[src/rtl/pref_hint_pkg.sv]
package pref_hint_pkg;
  localparam int PH_XLEN   = 32;
  localparam int PH_RIDX_W = 4;
  localparam int PH_SHAMT_W = $clog2(PH_XLEN) + 1;
  localparam logic [PH_RIDX_W-1:0] PH_REG_ALL1 = '1;

  typedef enum logic [2:0] {
    SHK_LSL = 3'd0,
    SHK_LSR = 3'd1,
    SHK_ASR = 3'd2,
    SHK_ROR = 3'd3,
    SHK_RRX = 3'd4
  } shk_e;

  typedef struct packed {
    logic                  is_hint;
    logic                  is_lit;
    logic                  write;
    logic                  sub;
    logic                  unpred;
    logic                  rsvd;
    shk_e                  kind;
    logic [PH_SHAMT_W-1:0] amt;
  } dec_t;

  // Shift the index value by the decoded kind and amount; amt may reach XLEN.
  function automatic logic [PH_XLEN-1:0] shift_apply(
      input logic [PH_XLEN-1:0]    v,
      input shk_e                  kind,
      input logic [PH_SHAMT_W-1:0] amt,
      input logic                  c);
    logic [PH_SHAMT_W-2:0] rot;
    rot = amt[PH_SHAMT_W-2:0];
    case (kind)
      SHK_LSL: shift_apply = (amt >= PH_SHAMT_W'(PH_XLEN)) ? '0 : (v << amt);
      SHK_LSR: shift_apply = (amt >= PH_SHAMT_W'(PH_XLEN)) ? '0 : (v >> amt);
      SHK_ASR: shift_apply = (amt >= PH_SHAMT_W'(PH_XLEN)) ? {PH_XLEN{v[PH_XLEN-1]}}
                                                           : PH_XLEN'($signed(v) >>> amt);
      SHK_ROR: shift_apply = (v >> rot) | (v << (PH_XLEN - int'(rot)));
      default: shift_apply = {c, v[PH_XLEN-1:1]};
    endcase
  endfunction
endpackage

[src/rtl/pref_hint_decode.sv]
module pref_hint_decode
  import pref_hint_pkg::*;
(
  input  logic [31:0]          word,
  input  logic                 compact,
  output logic [PH_RIDX_W-1:0] base_sel,
  output logic [PH_RIDX_W-1:0] index_sel,
  output dec_t                 dec
);
  logic [PH_RIDX_W-1:0] rn, rm;
  logic                 fx_match, cp_match, fx_write, cp_write;
  logic [4:0]           fx_imm;
  logic [1:0]           fx_st;

  assign rn = word[19:16];
  assign rm = word[3:0];
  assign base_sel  = rn;
  assign index_sel = rm;

  assign fx_match = (word[31:25] == 7'b1111011) && word[24] &&
                    (word[21:20] == 2'b01) && !word[4];
  assign cp_match = (word[31:22] == 10'b1111100000) && word[20] &&
                    (word[15:12] == 4'hF) && (word[11:6] == 6'd0);
  assign fx_write = !word[22];
  assign cp_write = word[21];
  assign fx_imm   = word[11:7];
  assign fx_st    = word[6:5];

  always_comb begin
    dec = '0;
    dec.kind = SHK_LSL;
    if (!compact) begin
      dec.is_hint = fx_match;
      dec.write   = fx_write;
      dec.sub     = !word[23];
      dec.unpred  = (rm == PH_REG_ALL1) || ((rn == PH_REG_ALL1) && fx_write);
      dec.rsvd    = (word[15:12] != 4'hF);
      dec.amt     = PH_SHAMT_W'(fx_imm);
      case (fx_st)
        2'b00: dec.kind = SHK_LSL;
        2'b01: dec.kind = SHK_LSR;
        2'b10: dec.kind = SHK_ASR;
        default: dec.kind = SHK_ROR;
      endcase
      if (fx_imm == 5'd0) begin
        if (fx_st == 2'b01 || fx_st == 2'b10) dec.amt = PH_SHAMT_W'(PH_XLEN);
        else if (fx_st == 2'b11) begin
          dec.kind = SHK_RRX;
          dec.amt  = PH_SHAMT_W'(1);
        end
      end
    end else begin
      dec.is_hint = cp_match && (rn != PH_REG_ALL1);
      dec.is_lit  = cp_match && (rn == PH_REG_ALL1);
      dec.write   = cp_write;
      dec.sub     = 1'b0;
      dec.unpred  = (rm == PH_REG_ALL1);
      dec.rsvd    = 1'b0;
      dec.kind    = SHK_LSL;
      dec.amt     = PH_SHAMT_W'(word[5:4]);
    end
  end
endmodule

[src/rtl/pref_hint_shifter.sv]
module pref_hint_shifter
  import pref_hint_pkg::*;
(
  input  logic [PH_XLEN-1:0]    src,
  input  shk_e                  kind,
  input  logic [PH_SHAMT_W-1:0] amt,
  input  logic                  carry,
  output logic [PH_XLEN-1:0]    result
);
  assign result = shift_apply(src, kind, amt, carry);
endmodule

[src/rtl/pref_hint_agu.sv]
module pref_hint_agu
  import pref_hint_pkg::*;
(
  input  logic        clk,
  input  logic        rst_n,
  input  logic        in_valid,
  input  logic [31:0] in_word,
  input  logic        in_compact,
  output logic [3:0]  rf_base_sel,
  output logic [3:0]  rf_index_sel,
  input  logic [31:0] rf_base,
  input  logic [31:0] rf_index,
  input  logic        carry_in,
  output logic        hint_valid,
  output logic        hint_write,
  output logic [31:0] hint_addr,
  output logic        hint_unpred,
  output logic        hint_reserved,
  output logic        lit_redirect
);
  dec_t               dec;
  logic [PH_XLEN-1:0] offset_w;
  logic [PH_XLEN-1:0] ea_w;
  logic               issue_w;
  logic               redirect_w;

  pref_hint_decode u_dec (
    .word      (in_word),
    .compact   (in_compact),
    .base_sel  (rf_base_sel),
    .index_sel (rf_index_sel),
    .dec       (dec)
  );

  pref_hint_shifter u_shf (
    .src    (rf_index),
    .kind   (dec.kind),
    .amt    (dec.amt),
    .carry  (carry_in),
    .result (offset_w)
  );

  assign ea_w       = dec.sub ? (rf_base - offset_w) : (rf_base + offset_w);
  assign issue_w    = in_valid && dec.is_hint;
  assign redirect_w = in_valid && dec.is_lit;

  always_ff @(posedge clk) begin
    if (!rst_n) begin
      hint_valid    <= 1'b0;
      hint_write    <= 1'b0;
      hint_unpred   <= 1'b0;
      hint_reserved <= 1'b0;
      lit_redirect  <= 1'b0;
      hint_addr     <= '0;
    end else begin
      hint_valid    <= issue_w;
      hint_write    <= issue_w && dec.write;
      hint_unpred   <= issue_w && dec.unpred;
      hint_reserved <= issue_w && dec.rsvd;
      lit_redirect  <= redirect_w;
      if (issue_w) hint_addr <= ea_w;
    end
  end

  // hint and literal redirect exclude each other
  p_hint_or_redirect_r8: assert property (@(posedge clk) disable iff (!rst_n)
    !(hint_valid && lit_redirect));

  // no output event without an accepted input one cycle earlier
  p_hint_needs_input_r10: assert property (@(posedge clk) disable iff (!rst_n)
    (hint_valid || lit_redirect) |-> $past(in_valid));

  // flags only accompany a hint
  p_flags_need_hint_r6: assert property (@(posedge clk) disable iff (!rst_n)
    (hint_unpred || hint_reserved || hint_write) |-> hint_valid);

  // R9 (and R5): an all-ones index field always marks the hint unpredictable
  p_rm15_unpred_r9: assert property (@(posedge clk) disable iff (!rst_n)
    (hint_valid && $past(in_word[3:0]) == 4'hF) |-> hint_unpred);

  // compact hint with zero shift is base plus index
  p_compact_plain_add_r7: assert property (@(posedge clk) disable iff (!rst_n)
    (hint_valid && $past(in_compact) && $past(in_word[5:4]) == 2'b00)
      |-> hint_addr == $past(rf_base) + $past(rf_index));
endmodule

[config.mk]
export PLATFORM = sky130hd
export DESIGN_NAME = pref_hint_agu
export DESIGN_NICKNAME = d
export VERILOG_FILES = /design/src/rtl/pref_hint_pkg.sv /design/src/rtl/pref_hint_decode.sv /design/src/rtl/pref_hint_shifter.sv /design/src/rtl/pref_hint_agu.sv
export SDC_FILE = /design/constraint.sdc
export NUM_CORES = 1
export LEC_CHECK = 0
export ABC_AREA = 1
export BUFFER_PORTS_ARGS = -buffer_cell sky130_fd_sc_hd__buf_2
export CORE_MARGIN = 1.5
export CORE_UTILIZATION = 35
export DETAILED_ROUTE_END_ITERATION = 7
export HOLD_SLACK_MARGIN = 0.06
export SETUP_SLACK_MARGIN = 0.02
export SYNTH_ARGS = -nofsm -noshare
export SYNTH_HDL_FRONTEND = slang
export SYNTH_SLANG_ARGS = --single-unit
[constraint.sdc]
create_clock -name clk -period 6 [get_ports clk]
set_input_delay 0.3 -clock clk [delete_from_list [all_inputs] [get_ports clk]]
set_output_delay 0.3 -clock clk [all_outputs]
set_load 0.03 [all_outputs]
== Yosys cells after proc, flatten, opt, wreduce, memory -nomap -nowiden ==
Index checks and enable logic that the tools add are counted.

* Flip-flop bits (word level): 37
* Input port bits: 101
* Output and inout port bits: 45
* Word-level logic and storage cells: 66

* $add $sub $neg: 3
* Order comparisons: 1
* Equal/unequal tests: 14
* Shifts and indexed selects: 5
* Muxes and demuxes: 13
* Bitwise logic cells: 1
* Reductions and logical operators: 23

{| class="wikitable"
|+ Operators with widths
! operator !! count
|-
| $mux W32 || 4
|-
| $pmux W32 S4 || 1
|-
| $add A32 B32 Y32 || 1
|-
| $or A32 B32 Y32 || 1
|-
| $shl A32 B32 Y32 || 1
|-
| $shl A32 B6 Y32 || 1
|-
| $shr A32 B5 Y32 || 1
|-
| $shr A32 B6 Y32 || 1
|-
| $sshr A32 B6 Y32 || 1
|-
| $sub A32 B32 Y32 || 1
|-
| $mux W9 || 2
|-
| $logic_and A1 B1 Y1 || 14
|-
| $mux W13 || 1
|-
| $eq A4 B4 Y1 const B || 3
|-
| $eq A10 B10 Y1 const B || 1
|-
| $ne A4 B4 Y1 const B || 2
|-
| $eq A7 B7 Y1 const B || 1
|-
| $sub A6 B5 Y7 const A || 1
|-
| $eq A3 B2 Y1 const B || 2
|-
| $ge A6 B6 Y1 const B || 1
|-
| $logic_not A6 Y1 || 1
|-
| $mux W6 || 1
|-
| $pmux W2 S3 || 1
|-
| $logic_not A5 Y1 || 1
|-
| other kinds (9) || 15
|}

== Logic depth before layout (Yosys ltp) ==
Gate-level depths: netlist (run 1).

* Depth in word-level cells: 12
* Gate-level depth with buffers: 48
* Depth with buffers taken out: 47

== Hierarchy ==
A second synthesis (run 1) with hierarchy kept.

* Cell total of the unflattened synthesis: 2272
* Area total of the unflattened synthesis: 11177.0 um^2

{| class="wikitable"
|+ By module, submodules not included
! module !! instances !! cells an instance !! area each (um^2) !! sequential area each (um^2)
|-
| pref_hint_shifter || 1 || 1333 || 6049.6 || 0.0
|-
| pref_hint_agu || 1 || 862 || 4714.5 || 740.7
|-
| pref_hint_decode || 1 || 77 || 412.9 || 0.0
|}

== Worst setup path after synthesis (run 1) ==
OpenSTA, ideal clock, no wires.

* Path type: input -> register
* From: input in_word[5]
* To: register hint_addr[25]
* Setup time: 0.115 ns
* Data arrival time: 4.725 ns
* Data required time: 5.885 ns
* Path slack: 1.160 ns
* Cell stages on the path: 45
* Path buffers: 2
* Cells stage by stage: inv_1 -> ha_1 -> nand2_1 -> inv_1 -> nand4_1 -> nand2_2 -> nand2_4 -> buf_6 -> buf_6 -> nand2_1 -> nand3_1 -> nand2_1 -> nand2_1 -> nand3_1 -> nand2_1 -> o21ai_1 -> nand2_1 -> nand2_1 -> (+9 left out) -> o21bai_1 -> nand2_1 -> nand2_1 -> nand2_1 -> nand2_1 -> nand2_1 -> nand2_1 -> nand2_1 -> nand2_1 -> nand3_1 -> nand2_1 -> a21oi_1 -> o21ai_0 -> nand2_1 -> nand3_1 -> nand2_1 -> o21ai_0 -> inv_1

* Word-level cells in the longest chain between the ends: 11
* Elaborated cells on any way between the ends: 30
* Those cells by class: 3 x add/sub; 1 x order compare; 6 x eq/ne; 5 x shift; 11 x mux; 1 x bitwise; 3 x reduce/logical

{| class="wikitable"
|+ RTL lines
! what !! RTL line !! text
|-
| start, declared || pref_hint_agu.sv:7 || <nowiki>input logic [31:0] in_word,</nowiki>
|-
| $eq A2 B2 Y1, or another cell as far along || pref_hint_decode.sv:47 || <nowiki>else if (fx_st == 2'b11) begin</nowiki>
|-
| $mux W9 or $logic_or A1 B1 Y1 (tied branches) || pref_hint_decode.sv:47, pref_hint_decode.sv:46 ||
|-
| $mux W6 || pref_hint_decode.sv:46 || <nowiki>if (fx_st == 2'b01 || fx_st == 2'b10) dec.amt = PH_SHAMT_W'(PH_XLEN);</nowiki>
|-
| $mux W9 || pref_hint_decode.sv:45 || <nowiki>if (fx_imm == 5'd0) begin</nowiki>
|-
| $mux W13 * || pref_hint_decode.sv:32 || <nowiki>if (!compact) begin</nowiki>
|-
| $sub A6 B5 Y7 || pref_hint_pkg.sv:39 || <nowiki>SHK_ROR: shift_apply = (v >> rot) | (v << (PH_XLEN - int'(rot)));</nowiki>
|-
| $shl A32 B32 Y32 || pref_hint_pkg.sv:39 ||
|-
| $or A32 B32 Y32 || pref_hint_pkg.sv:39 ||
|-
| $pmux W32 S4 * || pref_hint_pkg.sv:34 || <nowiki>case (kind)</nowiki>
|-
| $add A32 B32 Y32 or $sub A32 B32 Y32 (tied branches) || pref_hint_agu.sv:43 || <nowiki>assign ea_w = dec.sub ? (rf_base - offset_w) : (rf_base + offset_w);</nowiki>
|-
| $mux W32 * || pref_hint_agu.sv:43 ||
|-
| end signal, assigned || pref_hint_agu.sv:61 || <nowiki>if (issue_w) hint_addr <= ea_w;</nowiki>
|-
| end, declared || pref_hint_agu.sv:16 || <nowiki>output logic [31:0] hint_addr,</nowiki>
|}

Every way passes the cells marked *; elsewhere a longest branch is shown, timed or not.
A chain may end at the register's enable or synchronous reset.

== Final worst setup path (run 1) ==
* From: input in_word[5]
* To: register hint_addr[27]

Same word-level chain as after synthesis.

==> metrics.cfg, run 1 <==
[worst_setup_path]
crit_path_frequent_cell=nand2_1
reg2reg_to=hint_addr[27]
critPathCapture=hint_addr[27]
slowest_delay_ns=0.37
critPathMaxFanout=18
startpoint_type=primary input
end_kind=flip-flop
worstPathArrival_ns=5.72
criticalPathCategory=primary input to flip-flop
required_ns=6.14
rrSetupSlack_ns=5.29
r2r_cells=2
slowest_stage=o21ai_0
startpoint=in_word[5]
reg2reg_from=hint_addr[27]

[global_route]
grt_antenna_before_repair=1
grt_usage=0.354
grt_pass1_wl_um=82900
grt_max_degree=60
grt_pass1_vias=13600
grt-ovfl-total=0

[die]
die_y_um=175
ioPinCount=146
rows=62
fp.dieW_um=175
start_util=0.358
die_area_um2=30600
core_um2=28900

[routing]
drc=0
num_vias=14900
ant_nets=0
drtIter0Drc=2130
wirelength_um=55900
avgRoutedWirePerCell_um=21.9
drtPass1Iterations=6
viasPerCell=5.85

[clock_tree]
h-tree-depth=2
cts_inserted_buffers=5
cts_sinks=37
cts_hold_buf=0
cts_buffer_depth=2
cts_tree=built
clock_latency_ns=0.29
clockRootBuffer=clkbuf_16
clkSlewWorstSetupHoldPaths_ns=0.06

[placed_design]
port_buffers=145
dp_hpwl_um=45700
place_congestion=1.05

[synthesis]
synth_area_per_cell_um2=5.13
yosys.area.top_type_share=0.251
synth-main-ff-cell=dfxtp_1
synth.area.top_cells=nand3_1 (25%), nand2_1 (24%), dfxtp_1 (7.1%), inv_1 (5.4%), ha_1 (4.3%)
synth_nets=2159
yosysTopAreaCell=nand3_1
synth-async-reset-ratio=0
synth-edff-count=0
synth_warnings=0
ys_types=51
synth_area_um2=10400
yosys_register_bits=37
seq_area_frac_synth=0.0715
synth_cells=2021

[final_layout]
final_cell_mix=nand2_1 (668), nand3_1 (517), inv_1 (149)
finalNetCount=2302
drive_above_1_share=0.161
syn2layout_area_growth_pct=17.1
final_common_cell=nand2_1
antenna_cells=0

[timing]
final-hold-violation-count=0
tightestPinTransition_ns=1.05
period_minus_slack_ns=5.57
final-setup-viol-count=0
clock.fmax_mhz=179
relSlewSlack=0.299
drv_slew=0
timing.final.crit_share=0.929
tns_ns=0
timing.hold.ws_ns=0.280
fin_skew_ns=0

[run]
cap_violations=0

[power]
power_density_nw_per_um2=212
sequentialPowerShare=0.105
comb_power_share=0.757
p_sw_frac=0.560
leakagePower_nw=6.64
intPower_mw=1.13
pwr-share-clk=0.138
p_sw_mw=1.44
ir_drop_uv=139

[outcome]
status=completed

[hold_path]
hp-class=primary input to flip-flop

## area by class of cell
type,count,area [µm²]
fillers,3326,16800
multi-input cells,1708,8490
repair buffers,248,1610
flip-flops and latches,37,741
inverters,164,616
well taps,384,480
clock buffers,5,125
clock inverters,3,65.1
## flip-flops by register name, summed over array words and instances, names as in the netlist
register,flops
hint_reserved,1
lit_redirect,1
hint_unpred,1
hint_addr,32
hint_valid,1
hint_write,1
## logic make-up (layout without fill, tap and decap cells)
kind of cell,after synthesis,after routing,share of synthesized area
AOI/OAI and AO/OA,225,225,0.121
xor gates and xnor gates,47,47,0.0397
adders and majority gates,37,37,0.0454
buffers and inverters,276,420,0.117
DFF,37,37,0.0715
and+or+nand+nor,1399,1399,0.605
## cells in the mapped netlist (all sizes together), types with 2 or more instances
cell type	n
nand2	689
nand3	541
inv	162
nor2	117
o21ai	102
a21oi	88
buf	76
dfxtp	37
clkbuf	36
ha	36
nand4	31
xnor2	26
xor2	21
o211ai	9
nor3	8
a31oi	5
nor4	4
o21bai	4
a211oi	3
and2	3
o21a	3
or2	3
a21o	2
a221oi	2
and3	2
clkinv	2
## power groups by stage
stage | logic (mW) | clock network (mW) | registers, mW
2_1_floorplan | 1.23 | 0 | 0.303
3_3_place_gp | 1.86 | 0 | 0.274
3_5_place_dp | 1.86 | 0 | 0.274
4_1_cts | 1.87 | 0.354 | 0.269
5_1_grt | 2.13 | 0.370 | 0.271
6_report | 1.95 | 0.355 | 0.269
## critical path, delay by kind of cell
kind | cells | cell delay (ns)
and+or+nand+nor | 19 | 2.60
AOI/OAI and AO/OA | 5 | 0.87
buffers and inverters | 9 | 1.01
xor gates and xnor gates | 2 | 0.32
adders and majority gates | 2 | 0.60
## stage by stage
step | cell area [µm²] | setup slack (ns) | std cells | util | power [mW]
detailed placement | 11800 | 0.0921 | 2538 | 0.409 | 2.13
finish | 12100 | 0.426 | 2549 | 0.419 | 2.57
global placement | 11800 | 0.129 | 2538 | 0.409 | 2.13
global route | 12100 | -0.00575 | 2549 | 0.419 | 2.77
floorplan | 10400 | 1.16 | 2021 | - | 1.53
CTS | 12000 | 0.360 | 2546 | 0.415 | 2.49
## metal layers
metal  vias up  routed length, µm  track usage
met1      6849              25000        0.505
li1       7042                  -            -
met2       866              22600        0.515
met5         -                  0            0
met4         0               2670        0.150
met3       148               5610       0.0653
## what timing repair did
action / CTS / global route
setup endpoints to repair: 0 / 9
buffers inserted: 0 / 2
gates resized for setup: 0 / 24
hold endpoints to repair: 0 / 0
## worst min path at each step
stage / from / cells after the start / to / slack, ns
final: in_word[0] / 3 / hint_unpred / 0.28
after global routing: in_word[21] / 3 / hint_write / 0.28
after CTS: in_word[0] / 3 / hint_unpred / 0.28
after detailed placement: hint_addr[15] / 2 / hint_addr[15] / 0.48
after global placement: hint_addr[30] / 2 / hint_addr[30] / 0.48
after floorplan: in_word[0] / 2 / hint_unpred / 0.45
No activity file was read; power rests on OpenSTA's default activity.
==> run 2: changes to the inputs <==
Settings changed: CORE_UTILIZATION 35 to 25, SETUP_SLACK_MARGIN 0.02 to 0.1.
==> run 2 against run 1 <==
- clock-buffer cell count stayed put
- hold slack gained 0.043 ns
- non-clock buffer count decreased by 24
- sequential share of layout area is essentially flat
- global-route usage shrank 12 points
- die area is 39% higher
- critical path depth rose by 2
- critical endpoint is now hint_addr[30]
- largest cell class unchanged
- highest routed layer is now met5
==> metrics.cfg, run 2 (same netlist as run 1, synthesis figures left out) <==
[final_layout]
final_cell_mix=nand2_1 (667), nand3_1 (517), inv_1 (149)  ; was nand2_1 (668), nand3_1 (517), inv_1 (149)
finalNetCount=2278  ; was 2302
drive_above_1_share=0.151  ; was 0.161
top_register=hint_addr  ; unchanged
final_common_cell=nand2_1  ; unchanged
largest_reg_flops=32  ; unchanged
fillers=4767  ; was 3326
syn2layout_area_growth_pct=16.5  ; was 17.1%
antenna_cells=0  ; unchanged

[clock_tree]
clock_latency_ns=0.29  ; about the same
cts_hold_buf=0  ; unchanged
cts_sinks=37  ; unchanged
cts_inserted_buffers=5  ; unchanged
cts_buffer_depth=2  ; unchanged
cts_tree=built  ; unchanged
clkSlewWorstSetupHoldPaths_ns=0.06  ; about the same
h-tree-depth=2  ; unchanged
clockRootBuffer=clkbuf_16  ; unchanged

[timing]
tns_ns=0  ; unchanged
drv_slew=0  ; unchanged
period_minus_slack_ns=5.49  ; was 5.57 ns
relSlewSlack=0.293  ; was 0.299
clock.fmax_mhz=182  ; was 179 MHz
tightestPinTransition_ns=1.06  ; was 1.05 ns
final-setup-viol-count=0  ; unchanged
timing.hold.ws_ns=0.323  ; was 0.280 ns
fin_skew_ns=0  ; unchanged
rsz0062_at_grt=true
timing.final.crit_share=0.915  ; was 0.929
final-hold-violation-count=0  ; unchanged

[die]
ioPinCount=146  ; unchanged
rows=74  ; was 62
die_area_um2=42700  ; was 30600 µm²
die_y_um=207  ; was 175 µm
start_util=0.254  ; was 0.358
fp.dieW_um=207  ; was 175 µm
core_um2=40800  ; was 28900 µm²

[worst_setup_path]
required_ns=6.23  ; was 6.14 ns
critPathTopFamily=simple AND/OR/NAND/NOR gates  ; unchanged
slowest_stage=nor3_1  ; was o21ai_0
crit_buf_inv=9  ; unchanged
critPathMaxFanout=21  ; was 18
end_kind=flip-flop  ; unchanged
criticalPathCategory=primary input to flip-flop  ; unchanged
slowest_delay_ns=0.32  ; was 0.37 ns
startpoint_type=primary input  ; unchanged
worstPathArrival_ns=5.73  ; was 5.72 ns
crit_path_frequent_cell=nand2_1  ; unchanged

[routing]
wirelength_um=50700  ; was 55900 µm
drtPass1Iterations=6  ; unchanged
avgRoutedWirePerCell_um=19.0  ; was 21.9 µm
viasPerCell=5.36  ; was 5.85
num_vias=14300  ; was 14900
drc=0  ; unchanged
drtIter0Drc=2145  ; was 2130
ant_nets=0  ; unchanged

[power]
power_density_nw_per_um2=200  ; was 212 nW/µm²
leakagePower_nw=6.50  ; was 6.64 nW
ir_drop_uv=111  ; was 139 µV

[outcome]
status=completed  ; unchanged

[placed_design]
dp_hpwl_um=41200  ; was 45700 µm
port_buffers=145  ; unchanged
place_congestion=1.04  ; was 1.05

[hold_path]
hp-class=primary input to flip-flop  ; unchanged

[global_route]
grt_pass1_vias=12800  ; was 13600
grt_antenna_before_repair=2  ; was 1
grt_max_degree=68  ; was 60
grt_usage=0.232  ; was 0.354
grt-ovfl-total=0  ; unchanged
grt_pass1_wl_um=76200  ; was 82900 µm

[run]
cap_violations=0  ; unchanged

[run 2: repair_timing]
item | CTS | global route
setup buffers | 0 | 6
resized for setup | 0 | 24
endpoints found under the setup margin | 0 | 9
[run 2: metrics by stage]
step	cells	area, µm²	power [mW]	setup WS, ns	util
final	2673	12100	2.41	0.508	0.296
after global routing	2673	12100	2.61	0.0446	0.296
after CTS	2667	12000	2.34	0.351	0.293
after detailed placement	2659	11800	2.07	0.0759	0.289
after global placement	2659	11800	2.08	0.104	0.289
after floorplan	2021	10400	1.53	1.16	-
[run 2: layer usage]
layer  GRT usage  wire, µm
met1       0.330     22100
met4       0.104      2700
met3      0.0366      5310
met5           0        31
met2       0.339     20500
[run 2: final timing paths]
check | cells past startpoint | slack [ns] | start | to
min | 3 | 0.32 | in_valid | lit_redirect
max reg2reg | 4 | 5.28 | hint_addr[20] | hint_addr[20]
min reg2reg | 2 | 0.50 | hint_addr[2] | hint_addr[2]
max | 39 | 0.51 | in_word[5] | hint_addr[30]
[run 2: area by class of cell]
cell class / count / area, µm² / share of cell area
clock inverters: 3 / 17.5 / 0.00145
clock buffers: 5 / 125 / 0.0104
repair buffers: 224 / 1410 / 0.117
flip-flops and latches: 37 / 741 / 0.0614
well taps: 532 / 666 / 0.0551
inverters: 164 / 616 / 0.0510
multi-input cells: 1708 / 8500 / 0.704
[run 2: worst min-delay path: cells and delay by family]
family | cells | cell delay (ns)
AND/OR/NAND/NOR | 2 | 0.15
buffers and inverters | 1 | 0.10
[run 2: report_power, final]
group / switching, mW / internal (mW)
combinational: 1.25 / 0.629
clock: 0.108 / 0.152
sequential: 0.00811 / 0.261
total: 1.37 / 1.04
==> run 3: changes to the inputs <==
Settings changed: ABC_AREA 1 to unset.
==> run 3 against run 2 <==
- global-route usage is 15 points higher
- routed wire length is 95% higher
- clock skew stayed put
- synthesized area is 18% higher
- setup slack worse by 0.57 ns
- final cell count is 19% higher
- power is 44% higher
- synthesized cell count is 9.6% lower
- clock power is 33% higher
- clock-buffer cell count stayed put
- sequential power is 8.6% lower
- the run now ends with negative setup slack left
==> metrics.cfg, run 3 <==
[placed_design]
port_buffers=145  ; unchanged
place_congestion=1.06  ; was 1.04
place_ws_ns=-0.944  ; was 0.0759 ns
dp_hpwl_um=82000  ; was 41200 µm

[synthesis]
ys_types=114  ; was 51
seq_area_frac_synth=0.0608  ; was 0.0715
synth-edff-count=0  ; unchanged
synth_area_per_cell_um2=6.67  ; was 5.13 µm²
yosys_register_bits=37  ; unchanged
synth_nets=1964  ; was 2159
synth_area_um2=12200  ; was 10400 µm²
synth.top_cells.by_count=nand2_1 (252), o21ai_0 (138), nor2_1 (137), a21oi_1 (124), mux2i_1 (94)  ; was nand2_1 (671), nand3_1 (519), inv_1 (149), nor2_1 (107), a21oi_1 (88)
synth_most_common_cell=nand2_1  ; unchanged
synth-async-reset-ratio=0  ; unchanged
yosys.area.top_type_share=0.0777  ; was 0.251
synth_warnings=0  ; unchanged
synth.area.top_cells=nand2_1 (7.8%), mux2i_1 (7.7%), dfxtp_1 (6.1%), o21ai_0 (5.7%), a21oi_1 (5.1%)  ; was nand3_1 (25%), nand2_1 (24%), dfxtp_1 (7.1%), inv_1 (5.4%), ha_1 (4.3%)
yosysTopAreaCell=nand2_1  ; was nand3_1
synth-main-ff-cell=dfxtp_1  ; unchanged
synth_cells=1826  ; was 2021

[timing]
period_minus_slack_ns=6.06  ; was 5.49 ns
timing.hold.ws_ns=0.269  ; was 0.323 ns
tightestPinTransition_ns=1.07  ; was 1.06 ns
drv_slew=0  ; unchanged
fin_skew_ns=0  ; unchanged
timing.final.crit_share=1.01  ; was 0.915
tns_ns=-0.112  ; was 0 ns
relSlewSlack=0.285  ; was 0.293
clock.fmax_mhz=165  ; was 182 MHz
setup_slack_ns=-0.0647  ; was 0.508 ns
final-hold-violation-count=0  ; unchanged
rsz0062_at_grt=true  ; unchanged
final-setup-viol-count=2  ; was 0

[worst_setup_path]
slowest_delay_ns=0.33  ; was 0.32 ns
reg2reg_from=hint_addr[26]  ; was hint_addr[20]
reg2reg_to=hint_addr[26]  ; was hint_addr[20]
end_kind=flip-flop  ; unchanged
r2r_cells=2  ; was 4
worstPathArrival_ns=6.25  ; was 5.73 ns
criticalPathCategory=primary input to flip-flop  ; unchanged
rrSetupSlack_ns=5.23  ; was 5.28 ns
startpoint_type=primary input  ; unchanged
crit_path_frequent_cell=buf_4  ; was nand2_1
critPathMaxFanout=6  ; was 21
required_ns=6.19  ; was 6.23 ns
slowest_stage=a32o_2  ; was nor3_1

[clock_tree]
h-tree-depth=2  ; unchanged
cts_inserted_buffers=5  ; unchanged
cts_hold_buf=0  ; unchanged
cts_buffer_depth=2  ; unchanged
clkSlewWorstSetupHoldPaths_ns=0.06  ; about the same
clockRootBuffer=clkbuf_16  ; unchanged
clock_latency_ns=0.28  ; was 0.29 ns
cts_sinks=37  ; unchanged
cts_tree=built  ; unchanged

[routing]
avgRoutedWirePerCell_um=31.2  ; was 19.0 µm
drtIter0Drc=2368  ; was 2145
viasPerCell=6.17  ; was 5.36
drc=0  ; unchanged
num_vias=19600  ; was 14300
drtPass1Iterations=6  ; unchanged
ant_nets=0  ; unchanged
wirelength_um=98700  ; was 50700 µm

[global_route]
gr-usage-met3=0.0674  ; was 0.0366
grt_antenna_before_repair=4  ; was 2
grt.met1_usage=0.471  ; was 0.330
grt.busiest_layer=met2  ; unchanged
grt_pass1_wl_um=137000  ; was 76200 µm
grt.met2_usage=0.600  ; was 0.339
grt_pass1_vias=19000  ; was 12800
grt-ovfl-total=0  ; unchanged
grt_usage=0.381  ; was 0.232
grt_max_degree=38  ; was 68

[final_layout]
drive_above_1_share=0.426  ; was 0.151
top_register=hint_addr  ; unchanged
largest_reg_flops=32  ; unchanged
multiInputGateArea_um2=11200  ; was 8500 µm²
finalNetCount=2690  ; was 2278
antenna_cells=0  ; unchanged
final_common_cell=buf_4  ; was nand2_1
syn2layout_area_growth_pct=62.0  ; was 16.5%
seq_area_um2=741  ; unchanged
final_cell_mix=buf_4 (708), nand2_1 (248), buf_2 (142)  ; was nand2_1 (667), nand3_1 (517), inv_1 (149)
fin_util=0.411  ; was 0.296
fillers=5051  ; was 4767

[die]
die_y_um=224  ; was 207 µm
start_util=0.254  ; about the same
ioPinCount=146  ; unchanged
rows=80  ; was 74
fp.dieW_um=224  ; was 207 µm
die_area_um2=50000  ; was 42700 µm²
core_um2=47900  ; was 40800 µm²

[power]
leakagePower_nw=8.78  ; was 6.50 nW
ir_drop_uv=124  ; was 111 µV
power_density_nw_per_um2=176  ; was 200 nW/µm²
total_power_mw=3.47  ; was 2.41 mW

[hold_path]
hold_end=hint_write  ; was lit_redirect
holdPathStages=3  ; unchanged
hp-class=primary input to flip-flop  ; unchanged
worstHoldStart=in_word[21]  ; was in_valid

[outcome]
violations=negative setup slack
status=finished with violations  ; was completed

[run]
cap_violations=0  ; unchanged

-- run 3: power breakdown --
group          internal (mW)  switching (mW)
clock network          0.237           0.107
registers              0.246       0.0000187
logic                   1.31            1.57
total                   1.79            1.68
-- run 3: stage by stage --
step | instances | instance area (µm²)
2_1_floorplan | 1826 | 12300
3_5_place_dp | 3116 | 18500
5_1_grt | 3168 | 19700
6_report | 3168 | 19700
4_1_cts | 3160 | 19400
3_3_place_gp | 3116 | 18500
-- run 3: critical path, delay by kind of cell --
| kind | cells | cell delay [ns] |
|---|---|---|
| AO/OA/AOI/OAI | 12 | 2.18 |
| buffers and inverters | 10 | 1.56 |
| AND/OR/NAND/NOR | 8 | 1.24 |
| adder cells (fa/ha/maj) | 2 | 0.59 |
| XOR/XNOR | 2 | 0.34 |
-- run 3: worst max path at each step --
stage | from | slack [ns] | to
after global routing | in_word[5] | -0.28 | hint_addr[23]
final | in_word[6] | -0.06 | hint_addr[31]
after global placement | in_word[9] | -1.00 | hint_addr[29]
after floorplan | in_word[5] | 0.10 | hint_addr[28]
after detailed placement | in_word[6] | -0.94 | hint_addr[29]
after CTS | in_word[6] | 0.01 | hint_addr[29]
-- run 3: metal layers --
layer	vias up	wire length, µm
met2	1330	42300
met4	8	8390
met5	-	53
met1	9427	38400
met3	376	9580
li1	8413	-
-- run 3: layout make-up --
| class | count | share of cell area |
|---|---|---|
| clock inverters | 3 | 0.00330 |
| flip-flops and latches | 37 | 0.0375 |
| clock buffers | 5 | 0.00634 |
| well taps | 615 | 0.0390 |
| repair buffers | 894 | 0.340 |
| multi-input cells | 1578 | 0.567 |
| inverters | 36 | 0.00698 |
-- run 3: cell families after synthesis --
kind of cell    share of synthesized area
buf+inv                            0.0831
fa+ha+maj                          0.0386
compound gates                      0.386
mux                                 0.113
flops                              0.0608
xor+xnor                           0.0428
simple gates                        0.276
-- run 3: what timing repair did --
action,4_1_cts,5_1_grt
gates resized for setup,93,73
setup endpoints to repair,18,19
setup buffers,36,7
pin swaps,55,43
